## config.mk

```make
export PLATFORM = sky130hd
export DESIGN_NAME = dma_chan_status
export DESIGN_NICKNAME = d
export VERILOG_FILES = /design/src/rtl/dma_stat_pkg.sv /design/src/rtl/dma_stat_flags.sv /design/src/rtl/dma_stat_hold.sv /design/src/rtl/dma_stat_irq.sv /design/src/rtl/dma_chan_status.sv
export SDC_FILE = /design/constraint.sdc
export NUM_CORES = 1
export LEC_CHECK = 0
export CAP_MARGIN = 15
export CORE_AREA = 3 3 40 42
export DETAILED_ROUTE_END_ITERATION = 10
export DIE_AREA = 0 0 43 45
export DONT_BUFFER_PORTS = 1
export SLEW_MARGIN = 0
export SYNTH_ARGS = -nofsm -noshare
export SYNTH_HDL_FRONTEND = slang
export SYNTH_SLANG_ARGS = --single-unit
export TNS_END_PERCENT = 30
```

## constraint.sdc

```tcl
create_clock -name clk_i -period 2.5 [get_ports clk_i]
set_input_delay 0.25 -clock clk_i [delete_from_list [all_inputs] [get_ports clk_i]]
set_output_delay 0.25 -clock clk_i [all_outputs]
set_load 0.02 [all_outputs]
```

## src/rtl/dma_stat_pkg.sv

```systemverilog
package dma_stat_pkg;
  localparam int STAT_W   = 4;
  localparam int DONE_BIT = 0;
  localparam int RERR_BIT = 1;
  localparam int WERR_BIT = 2;
  localparam int BUSY_BIT = 3;

  typedef struct packed {
    logic busy;
    logic werr;
    logic rerr;
    logic done;
  } stat_t;
endpackage

```

## src/rtl/dma_stat_flags.sv

```systemverilog
module dma_stat_flags
  import dma_stat_pkg::*;
(
  input  logic  clk_i,
  input  logic  rst_ni,
  input  logic  start_i,
  input  logic  term_valid_i,
  input  logic  term_err_i,
  input  logic  term_write_i,
  input  logic  term_last_i,
  input  logic  clr_i,
  output stat_t stat_o,
  output logic  halt_o,
  output logic  werr_ev_o
);
  stat_t q, d;
  logic  rerr_ev, done_ev, start_ok;

  assign rerr_ev   = term_valid_i & term_err_i & ~term_write_i;
  assign werr_ev_o = term_valid_i & term_err_i & term_write_i;
  assign done_ev   = (term_valid_i & term_err_i) | (term_valid_i & ~term_err_i & term_last_i);
  assign halt_o    = q.rerr | q.werr;
  assign start_ok  = start_i & ~halt_o;

  // set beats clear, per bit
  always_comb begin
    d.done = done_ev   | (q.done & ~clr_i);
    d.rerr = rerr_ev   | (q.rerr & ~clr_i);
    d.werr = werr_ev_o | (q.werr & ~clr_i);
    d.busy = (q.busy | start_ok) & ~done_ev;
  end

  always_ff @(posedge clk_i or negedge rst_ni) begin
    if (!rst_ni) q <= '0;
    else         q <= d;
  end

  assign stat_o = q;
endmodule

```

## src/rtl/dma_stat_hold.sv

```systemverilog
module dma_stat_hold (
  input  logic clk_i,
  input  logic rst_ni,
  input  logic load_i,
  input  logic drain_i,
  input  logic discard_i,
  output logic valid_o
);
  always_ff @(posedge clk_i or negedge rst_ni) begin
    if (!rst_ni)        valid_o <= 1'b0;
    else if (discard_i) valid_o <= 1'b0;
    else if (load_i)    valid_o <= 1'b1;
    else if (drain_i)   valid_o <= 1'b0;
  end
endmodule

```

## src/rtl/dma_stat_irq.sv

```systemverilog
module dma_stat_irq (
  input  logic clk_i,
  input  logic rst_ni,
  input  logic ctl_wr_i,
  input  logic ctl_ie_i,
  input  logic done_i,
  output logic ie_o,
  output logic irq_o
);
  always_ff @(posedge clk_i or negedge rst_ni) begin
    if (!rst_ni)       ie_o <= 1'b0;
    else if (ctl_wr_i) ie_o <= ctl_ie_i;
  end

  assign irq_o = ie_o & done_i;
endmodule

```

## src/rtl/dma_chan_status.sv

```systemverilog
module dma_chan_status
  import dma_stat_pkg::*;
#(
  parameter int SW = STAT_W
) (
  input  logic          clk_i,
  input  logic          rst_ni,
  input  logic          start_i,
  input  logic          term_valid_i,
  input  logic          term_err_i,
  input  logic          term_write_i,
  input  logic          term_last_i,
  input  logic          hold_load_i,
  input  logic          hold_drain_i,
  input  logic          stat_wr_i,
  input  logic [SW-1:0] stat_wdata_i,
  input  logic          ctl_wr_i,
  input  logic          ctl_ie_i,
  output logic [SW-1:0] status_o,
  output logic          hold_valid_o,
  output logic          halt_o,
  output logic          int_en_o,
  output logic          irq_o
);
  stat_t stat;
  logic  clr, werr_ev;

  assign clr = stat_wr_i & stat_wdata_i[DONE_BIT];

  dma_stat_flags u_flags (
    .clk_i, .rst_ni, .start_i, .term_valid_i, .term_err_i, .term_write_i,
    .term_last_i, .clr_i(clr), .stat_o(stat), .halt_o, .werr_ev_o(werr_ev)
  );

  dma_stat_hold u_hold (
    .clk_i, .rst_ni, .load_i(hold_load_i), .drain_i(hold_drain_i),
    .discard_i(werr_ev), .valid_o(hold_valid_o)
  );

  dma_stat_irq u_irq (
    .clk_i, .rst_ni, .ctl_wr_i, .ctl_ie_i, .done_i(stat.done),
    .ie_o(int_en_o), .irq_o
  );

  assign status_o = SW'(stat);
endmodule

```

==> flow_summary.json, run 1 <==
{
  "dr.pass1.iters": 2,
  "area_growth_pct": 16.91,
  "synth.most_common_cell": "dfrtp_1",
  "synth.distinct_cells": 15,
  "finalSetupViolCount": 0,
  "core_sq_um": 1285,
  "drt_iter0_markers": 1,
  "clock_path_buffers": 2,
  "synth_area_leaders": "dfrtp_1 (58%), o21a_1 (5.8%), mux2_2 (4.3%)",
  "reg2reg_from": "u_flags.stat_o[1]$_DFF_PN0_",
  "critPathLaunchType": "flop",
  "worstPathArrival_ns": 1.11,
  "rr_endpoint": "u_flags.stat_o[3]$_DFF_PN0_",
  "synth_top_area_share_pct": 57.97,
  "comb_power_share_pct": 11.6,
  "hold_violations": 0,
  "vias": 190,
  "p_seq_share_pct": 52.8,
  "grt_pass1_wl_um": 917,
  "reg2reg_slack_ns": 1.41,
  "path_class": "flop to primary output",
  "fillCellCount": 142,
  "path_clk_slew_ns": 0.04,
  "antenna_found_initial": 0,
  "leakage_nw": 0.1314,
  "synthFlopType": "dfrtp_1",
  "max_freq_mhz": 735.2,
  "final_nets": 43,
  "max-slew-margin-rel_pct": 81.74,
  "synth_edf_count": 0,
  "gp_congestion": 0.7332,
  "grt_usage_pct": 7.227,
  "cts-root-buf": "clkbuf_4",
  "tns_ns": 0,
  "p_sw_share_pct": 29.61,
  "synth-warning-count": 0,
  "yosysTopAreaCell": "dfrtp_1",
  "worst_hold_path_type": "input port to flop",
  "intPower_mw": 0.1766,
  "worstPathRequired_ns": 2.25,
  "die_h_um": 45,
  "critPathTopFamily": "flip-flops",
  "antenna_cells": 0,
  "async_reset_ff_share_pct": 100.0,
  "netSwitchingPower_mw": 0.07431,
  "avgSynthCellArea_sq_um": 11.77,
  "clkLatencyLatePin_ns": 0.25,
  "highest_layer": "met3",
  "finalCriticalPeriod_ns": 1.360,
  "ys_top_cells_by_count": "dfrtp_1 (6), nand2_1 (2), o21a_1 (2)",
  "initial_utilization_pct": 20.16,
  "met1Wirelength_um": 226,
  "clock_power_share_pct": 35.6,
  "met3_length_um": 138,
  "cts_htree_levels": 1,
  "tightest_slew_ns": 0.2730,
  "crit_chain": "or2_2",
  "overflow": 0,
  "rr_worst_depth": 2,
  "first_global_vias": 227,
  "crit_path_max_incr_delay_ns": 0.47,
  "io_buffers": 0,
  "met2WireLength_um": 213,
  "cts-resized-gates": 0,
  "wire_per_inst_um": 14.45,
  "ios": 24,
  "dieArea_sq_um": 1935,
  "powerDensity_nw_per_um2": 828.7,
  "syn_inst": 22,
  "ant_nets": 0,
  "utilization_pct": 23.56,
  "critPathSlowestCell": "dfrtp_1",
  "cts_buffers": 3,
  "crit_end": "halt_o",
  "grt_max_degree": 7,
  "seq_area_frac_synth_pct": 57.97,
  "peakVddDrop_uv": 314.3,
  "crit_path_end_kind": "primary output",
  "cp_max_fo": 4,
  "cp.depth": 1,
  "fin_cells": 40,
  "cts_num_sinks": 6,
  "cap_violations": 0,
  "status": "finished clean",
  "dp_cells": 36,
  "syn_area_sq_um": 259.0,
  "drc": 0,
  "cts_tree": "done",
  "synth_fp_nets": 38,
  "fin_skew_ns": 0.006032,
  "cp-startpoint": "u_flags.stat_o[1]$_DFF_PN0_",
  "viasPerCell": 4.750,
  "totalWireLength_um": 578,
  "synth-seq-cells": 6,
  "rsz0062_at_grt": "no",
  "drive_above_1_share_pct": 24.00,
  "critPathBufInv": 0,
  "fin_crit_sh_pct": 54.41,
  "num_rows": 13,
  "slew_violations": 0,
  "die_w_um": 43
}
-- through the flow --
| stage | worst slack, ns | power, mW | hold WS (ns) | cell area, sq um |
|---|---|---|---|---|
| after detailed placement | 1.398 | 0.1604 | -0.04541 | 270.3 |
| after global placement | 1.406 | 0.1590 | -0.04543 | 270.3 |
| after global routing | 1.109 | 0.2686 | 0.08546 | 302.8 |
| after floorplan | 1.428 | 0.1567 | -0.04559 | 259.0 |
| final | 1.140 | 0.2509 | 0.08516 | 302.8 |
| after CTS | 1.132 | 0.2550 | 0.07971 | 302.8 |
-- registers in the layout, summed over array words and instances (netlist names) --
name            flops
u_flags.stat_o      4
u_irq.ie_o          1
u_hold.valid_o      1
-- cells by family (layout without fill, tap and decap cells) --
kind of cell	Yosys count	count (layout)	synth area share, %
and+or+nand+nor	7	7	15.46
muxes	1	1	4.348
AOI/OAI and AO/OA	6	6	17.87
buffers and inverters	2	5	4.348
DFF	6	6	57.97
-- what timing repair did --
item                                    4_1_cts  5_1_grt
hold endpoints to repair                      6        0
hold buffers                                  1        0
endpoints found under the setup margin        0        0
buffers inserted                              0        0
-- worst min path at each step --
| stage | startpoint | endpoint | depth (start not counted) | slack (ns) |
|---|---|---|---|---|
| after detailed placement | rst_ni | u_irq.ie_o$_DFFE_PN0P_ | 0 | -0.05 |
| after floorplan | rst_ni | u_flags.stat_o[0]$_DFF_PN0_ | 0 | -0.05 |
| after global placement | rst_ni | u_irq.ie_o$_DFFE_PN0P_ | 0 | -0.05 |
| after global routing | term_write_i | u_flags.stat_o[1]$_DFF_PN0_ | 1 | 0.09 |
| after CTS | term_write_i | u_flags.stat_o[1]$_DFF_PN0_ | 1 | 0.08 |
| final | term_write_i | u_flags.stat_o[1]$_DFF_PN0_ | 1 | 0.09 |
-- cell type report --
class / instances / area [sq um] / share of cell area, %
clock buffers: 3 / 22.52 / 7.438
well taps: 15 / 18.77 / 6.198
repair buffers: 1 / 10.01 / 3.306
multi-input cells: 14 / 97.59 / 32.23
flip-flops and latches: 6 / 150.1 / 49.59
inverters: 1 / 3.754 / 1.240
-- layer usage --
layer  vias to the layer above  GRT usage, %
li1                         82             -
met1                        81         9.158
met5                         -             0
met2                        27         6.886
met3                         0         9.163
met4                         0         1.807
-- cell usage in the layout, fill, tap and decap left out --
| master | n |
|---|---|
| nand2_1 | 2 |
| clkbuf_4 | 3 |
| nor2b_1 | 1 |
| o2bb2ai_1 | 1 |
| nand3_1 | 1 |
| o21a_1 | 2 |
| dlygate4sd3_1 | 1 |
| or2_2 | 1 |
| inv_1 | 1 |
| a21bo_2 | 1 |
| and2_1 | 1 |
| a21o_1 | 1 |
| or3b_1 | 1 |
| a21oi_1 | 1 |
| mux2_2 | 1 |
| dfrtp_1 | 6 |
-- power by group through the flow --
stage / Sequential (mW) / Clock [mW] / Combinational, mW
floorplan: 0.128 / 0 / 0.0283
global placement: 0.133 / 0 / 0.0255
detailed placement: 0.134 / 0 / 0.0264
CTS: 0.133 / 0.0928 / 0.0294
global route: 0.134 / 0.102 / 0.0328
finish: 0.132 / 0.0894 / 0.0290
Power figures use the tool's default switching activity.
==> run 2, diff against run 1 <==
- clock period: 2.5 -> 1.4 ns (I/O delays scaled with it)
==> run 2 against run 1 <==
Largest cell class unchanged; flip-flop and latch count stayed put; combinational power is 86% higher; clock power increased by 79%; final area up 3.3%; global-route usage up 0.084 points; critical path type unchanged; utilization up 0.78 points; cell count increased by 2.5%; sequential share of layout area is 1.6 points lower; setup slack lost 0.99 ns; non-clock buffer count rose by 1.
==> flow_summary.json, run 2 (synthesis gave the netlist of run 1 again) <==
{
  "totalWireLength_um": 578,
  "critPathBufInv": 0,
  "slew_violations": 0,
  "tightest_slew_ns": 0.2730,
  "antenna_cells": 0,
  "wire_per_inst_um": 14.10,
  "first_global_vias": 236,
  "ios": 24,
  "cap_violations": 0,
  "dr.pass1.iters": 2,
  "crit_path_max_incr_delay_ns": 0.47,
  "tns_ns": 0,
  "dieArea_sq_um": 1935,
  "worstPathRequired_ns": 1.26,
  "p_seq_share_pct": 52.5,
  "cts_num_sinks": 6,
  "path_clk_slew_ns": 0.04,
  "path_class": "flop to primary output",
  "drt_iter0_markers": 1,
  "final_nets": 44,
  "gp_congestion": 0.7332,
  "powerDensity_nw_per_um2": 1439,
  "comb_power_share_pct": 12.0,
  "overflow": 0,
  "p_sw_share_pct": 29.54,
  "layout_common_cells": "dfrtp_1 (6), clkbuf_4 (3), nand2_1 (2), o21a_1 (2), dlygate4sd3_1 (2)",
  "reg2reg_slack_ns": 0.31,
  "io_buffers": 0,
  "hold_violations": 0,
  "intPower_mw": 0.3172,
  "ant_nets": 0,
  "grt_pass1_wl_um": 924,
  "max_freq_mhz": 799.8,
  "critPathLaunchType": "flop",
  "vias": 194,
  "worst_hold_path_type": "input port to flop",
  "peakVddDrop_uv": 562.4,
  "critPathSlowestCell": "dfrtp_1",
  "grt_usage_pct": 7.311,
  "die_h_um": 45,
  "clock_path_buffers": 2,
  "cts_buffers": 3,
  "largest_reg_flops": 4,
  "clock_power_share_pct": 35.5,
  "core_sq_um": 1285,
  "min_path_cells": 1,
  "worstPathArrival_ns": 1.11,
  "initial_utilization_pct": 20.16,
  "rr_worst_depth": 2,
  "crit_chain": "or2_2",
  "cts-root-buf": "clkbuf_4",
  "netSwitchingPower_mw": 0.1330,
  "finalCriticalPeriod_ns": 1.250,
  "num_rows": 13,
  "critPathTopFamily": "flip-flops",
  "status": "finished clean",
  "rsz0062_at_grt": "no",
  "leakage_nw": 0.1355,
  "cp_max_fo": 4,
  "drive_above_1_share_pct": 23.08,
  "holdWs_ns": 0.03023,
  "cts_htree_levels": 1,
  "cts-resized-gates": 0,
  "area_growth_pct": 20.77,
  "fin_crit_sh_pct": 89.31,
  "die_w_um": 43,
  "dp_cells": 36,
  "clkLatencyLatePin_ns": 0.25,
  "fin_skew_ns": 0.005754,
  "post_cts_buffers": 0,
  "max-slew-margin-rel_pct": 81.74,
  "grt_max_degree": 7,
  "finalSetupViolCount": 0,
  "antenna_found_initial": 0,
  "viasPerCell": 4.732,
  "final_common_cell": "dfrtp_1",
  "crit_path_end_kind": "primary output",
  "cp.depth": 1,
  "cts_tree": "done",
  "fin_cells": 41,
  "drc": 0,
  "power.total_mw": 0.4502
}
-- run 2: cell count changes in the layout (fill, tap and decap cells not counted) --
cell,delta
dlygate4sd3_1,+1
-- run 2: per-stage QoR --
stage                     util, %  setup slack (ns)  cell area, sq um
final                       24.34            0.1497             312.8
after floorplan                 -            0.3660             259.0
after CTS                   24.34            0.1420             312.8
after global routing        24.34            0.1187             312.8
after global placement      21.03            0.3283             270.3
after detailed placement    21.03            0.3155             270.3
-- run 2: repair_timing --
action,CTS,global route
hold buffers,2,0
setup endpoints to repair,0,0
endpoints found under the hold margin,7,0
-- run 2: layer usage --
metal	GRT usage, %	routed length, um
met1	9.158	224
met2	7.485	216
met3	8.765	136
met4	1.807	0
met5	0	0
-- run 2: power by group through the flow --
stage	registers, mW	logic, mW	clock network (mW)
after global placement	0.238	0.0456	0
after CTS	0.237	0.0548	0.166
after detailed placement	0.239	0.0472	0
final	0.236	0.0540	0.160
after global routing	0.240	0.0610	0.181
after floorplan	0.229	0.0506	0
-- run 2: area by class of cell --
type | instances | area (sq um)
Clock buffer | 3 | 22.52
Timing Repair Buffer | 2 | 20.02
Multi-Input combinational cell | 14 | 97.59
Fill cell | 143 | 972.2
Sequential cell | 6 | 150.1
Tap cell | 15 | 18.77
Inverter | 1 | 3.754
-- run 2: final timing paths --
path                                             startpoint                     endpoint
worst min register to register  u_flags.stat_o[3]$_DFF_PN0_  u_flags.stat_o[3]$_DFF_PN0_
max in group asynchronous                            rst_ni   u_hold.valid_o$_DFFE_PN0P_
worst max register to register  u_flags.stat_o[1]$_DFF_PN0_  u_flags.stat_o[3]$_DFF_PN0_
min in group asynchronous                            rst_ni       u_irq.ie_o$_DFFE_PN0P_
worst min-delay path                            hold_load_i   u_hold.valid_o$_DFFE_PN0P_
worst max-delay path            u_flags.stat_o[1]$_DFF_PN0_                       halt_o
==> run 3, diff against run 2 <==
- CORE_AREA: 3 3 40 42 -> 2 2 39 41
- DIE_AREA: 0 0 43 45 -> 0 0 41 43
==> run 3 against run 2 <==
Setup slack improved by 0.012 ns; die area fell by 8.9%; flip-flop and latch count unchanged; sequential share of layout area fell by 0.19 points; non-clock buffer count did not move; clock-buffer cell count unchanged; utilization down 1.6 points; via count down 6.7%; critical path type unchanged.
==> flow_summary.json, run 3 (synthesis gave the netlist of run 1 again) <==
{
  "core_sq_um": 1384,
  "p_seq_share_pct": 52.7,
  "fin_skew_ns": 0.003019,
  "dieArea_sq_um": 1763,
  "die_h_um": 43,
  "wire_per_inst_um": 13.86,
  "path_class": "flop to primary output",
  "slew_violations": 0,
  "cts_tree": "done",
  "io_buffers": 0,
  "layout_common_cells": "dfrtp_1 (6), clkbuf_4 (3), nand2_1 (2), o21a_1 (2), dlygate4sd3_1 (2)",
  "cts_htree_levels": 1,
  "cap_violations": 0,
  "comb_power_share_pct": 11.9,
  "drc": 0,
  "drive_above_1_share_pct": 23.08,
  "overflow": 0,
  "critPathBufInv": 0,
  "initial_utilization_pct": 18.72,
  "tns_ns": 0,
  "p_sw_share_pct": 29.35,
  "status": "finished clean",
  "finalSetupViolCount": 0,
  "final_nets": 44,
  "drt_iter0_markers": 0,
  "clock_path_buffers": 2,
  "totalWireLength_um": 582,
  "crit_path_end_kind": "primary output",
  "worst_hold_path_type": "input port to flop",
  "cts-resized-gates": 0,
  "crit_path_max_incr_delay_ns": 0.47,
  "ant_nets": 0,
  "reg2reg_slack_ns": 0.31,
  "vias": 181,
  "area_growth_pct": 21.26,
  "cts-root-buf": "clkbuf_4",
  "first_global_vias": 213,
  "cts_buffers": 3,
  "critPathTopFamily": "flip-flops",
  "path_clk_slew_ns": 0.05,
  "multi_input_area_sq_um": 97.59,
  "final_common_cell": "dfrtp_1",
  "die_w_um": 41,
  "worstPathRequired_ns": 1.26,
  "fin_crit_sh_pct": 88.48,
  "ctsHoldBuffers": 2,
  "antenna_found_initial": 0,
  "grt_max_degree": 7,
  "fillCellCount": 154,
  "viasPerCell": 4.310,
  "tightest_slew_ns": 0.2823,
  "holdWs_ns": 0.03658,
  "crit_chain": "or2_2",
  "post_cts_buffers": 0,
  "dp_hpwl_um": 456.1,
  "max-slew-margin-rel_pct": 81.12,
  "num_rows": 14,
  "antenna_cells": 0,
  "hold_violations": 0,
  "rsz0062_at_grt": "no",
  "grt_usage_pct": 7.794,
  "cts_num_sinks": 6,
  "clkLatencyLatePin_ns": 0.24,
  "worstPathArrival_ns": 1.10,
  "peakVddDrop_uv": 343.8,
  "finalCriticalPeriod_ns": 1.239,
  "regArea_sq_um": 150.1,
  "leakage_nw": 0.1355,
  "powerDensity_nw_per_um2": 1429,
  "largest_reg_flops": 4,
  "grt_pass1_wl_um": 834,
  "ios": 24,
  "cp_max_fo": 4,
  "max_freq_mhz": 807.3,
  "critPathSlowestCell": "dfrtp_1",
  "intPower_mw": 0.3170,
  "dr.pass1.iters": 1,
  "critPathLaunchType": "flop",
  "gp_congestion": 0.6428,
  "clock_power_share_pct": 35.3,
  "netSwitchingPower_mw": 0.1317
}
## run 3: cell counts in the layout (fill, tap and decap cells not counted)
Identical to the previous run, type by type.
## run 3: final timing paths
check | startpoint | to | depth (start not counted)
hold reg to reg | u_flags.stat_o[3]$_DFF_PN0_ | u_flags.stat_o[3]$_DFF_PN0_ | 2
hold / removal | hold_load_i | u_hold.valid_o$_DFFE_PN0P_ | 1
setup reg to reg | u_flags.stat_o[1]$_DFF_PN0_ | u_flags.stat_o[3]$_DFF_PN0_ | 2
min in group asynchronous | rst_ni | u_flags.stat_o[0]$_DFF_PN0_ | 1
setup / recovery | u_flags.stat_o[1]$_DFF_PN0_ | halt_o | 1
max in group asynchronous | rst_ni | u_irq.ie_o$_DFFE_PN0P_ | 1
## run 3: cell type report
class / count / share of cell area [%]
Clock buffer: 3 / 7.171
Inverter: 1 / 1.195
Multi-Input combinational cell: 14 / 31.08
Sequential cell: 6 / 47.81
Tap cell: 16 / 6.375
Timing Repair Buffer: 2 / 6.375
## run 3: routing by layer
metal	vias to the layer above	share of wire (%)	track usage, %
met5	-	0	0
met1	86	38	8.251
met2	11	49	10.00
met4	0	0	8.000
li1	84	-	-
met3	0	13	4.188
## run 3: through the flow
| step | utilization (%) | std cells | power [mW] | cell area, sq um | worst slack, ns |
|---|---|---|---|---|---|
| 6_report | 22.69 | 42 | 0.4487 | 314.1 | 0.1613 |
| 5_1_grt | 22.69 | 42 | 0.4783 | 314.1 | 0.1126 |
| 4_1_cts | 22.69 | 42 | 0.4578 | 314.1 | 0.1470 |
| 3_5_place_dp | 19.62 | 37 | 0.2871 | 271.5 | 0.3107 |
| 3_3_place_gp | 19.62 | 37 | 0.2855 | 271.5 | 0.3318 |
| 2_1_floorplan | - | 22 | 0.2798 | 259.0 | 0.3660 |
## run 3: power by group through the flow
stage               clock network [mW]  registers, mW  logic (mW)
floorplan                            0          0.229      0.0506
global placement                     0          0.240      0.0456
detailed placement                   0          0.241      0.0466
CTS                              0.165          0.238      0.0551
global route                     0.179          0.240      0.0593
finish                           0.159          0.237      0.0535
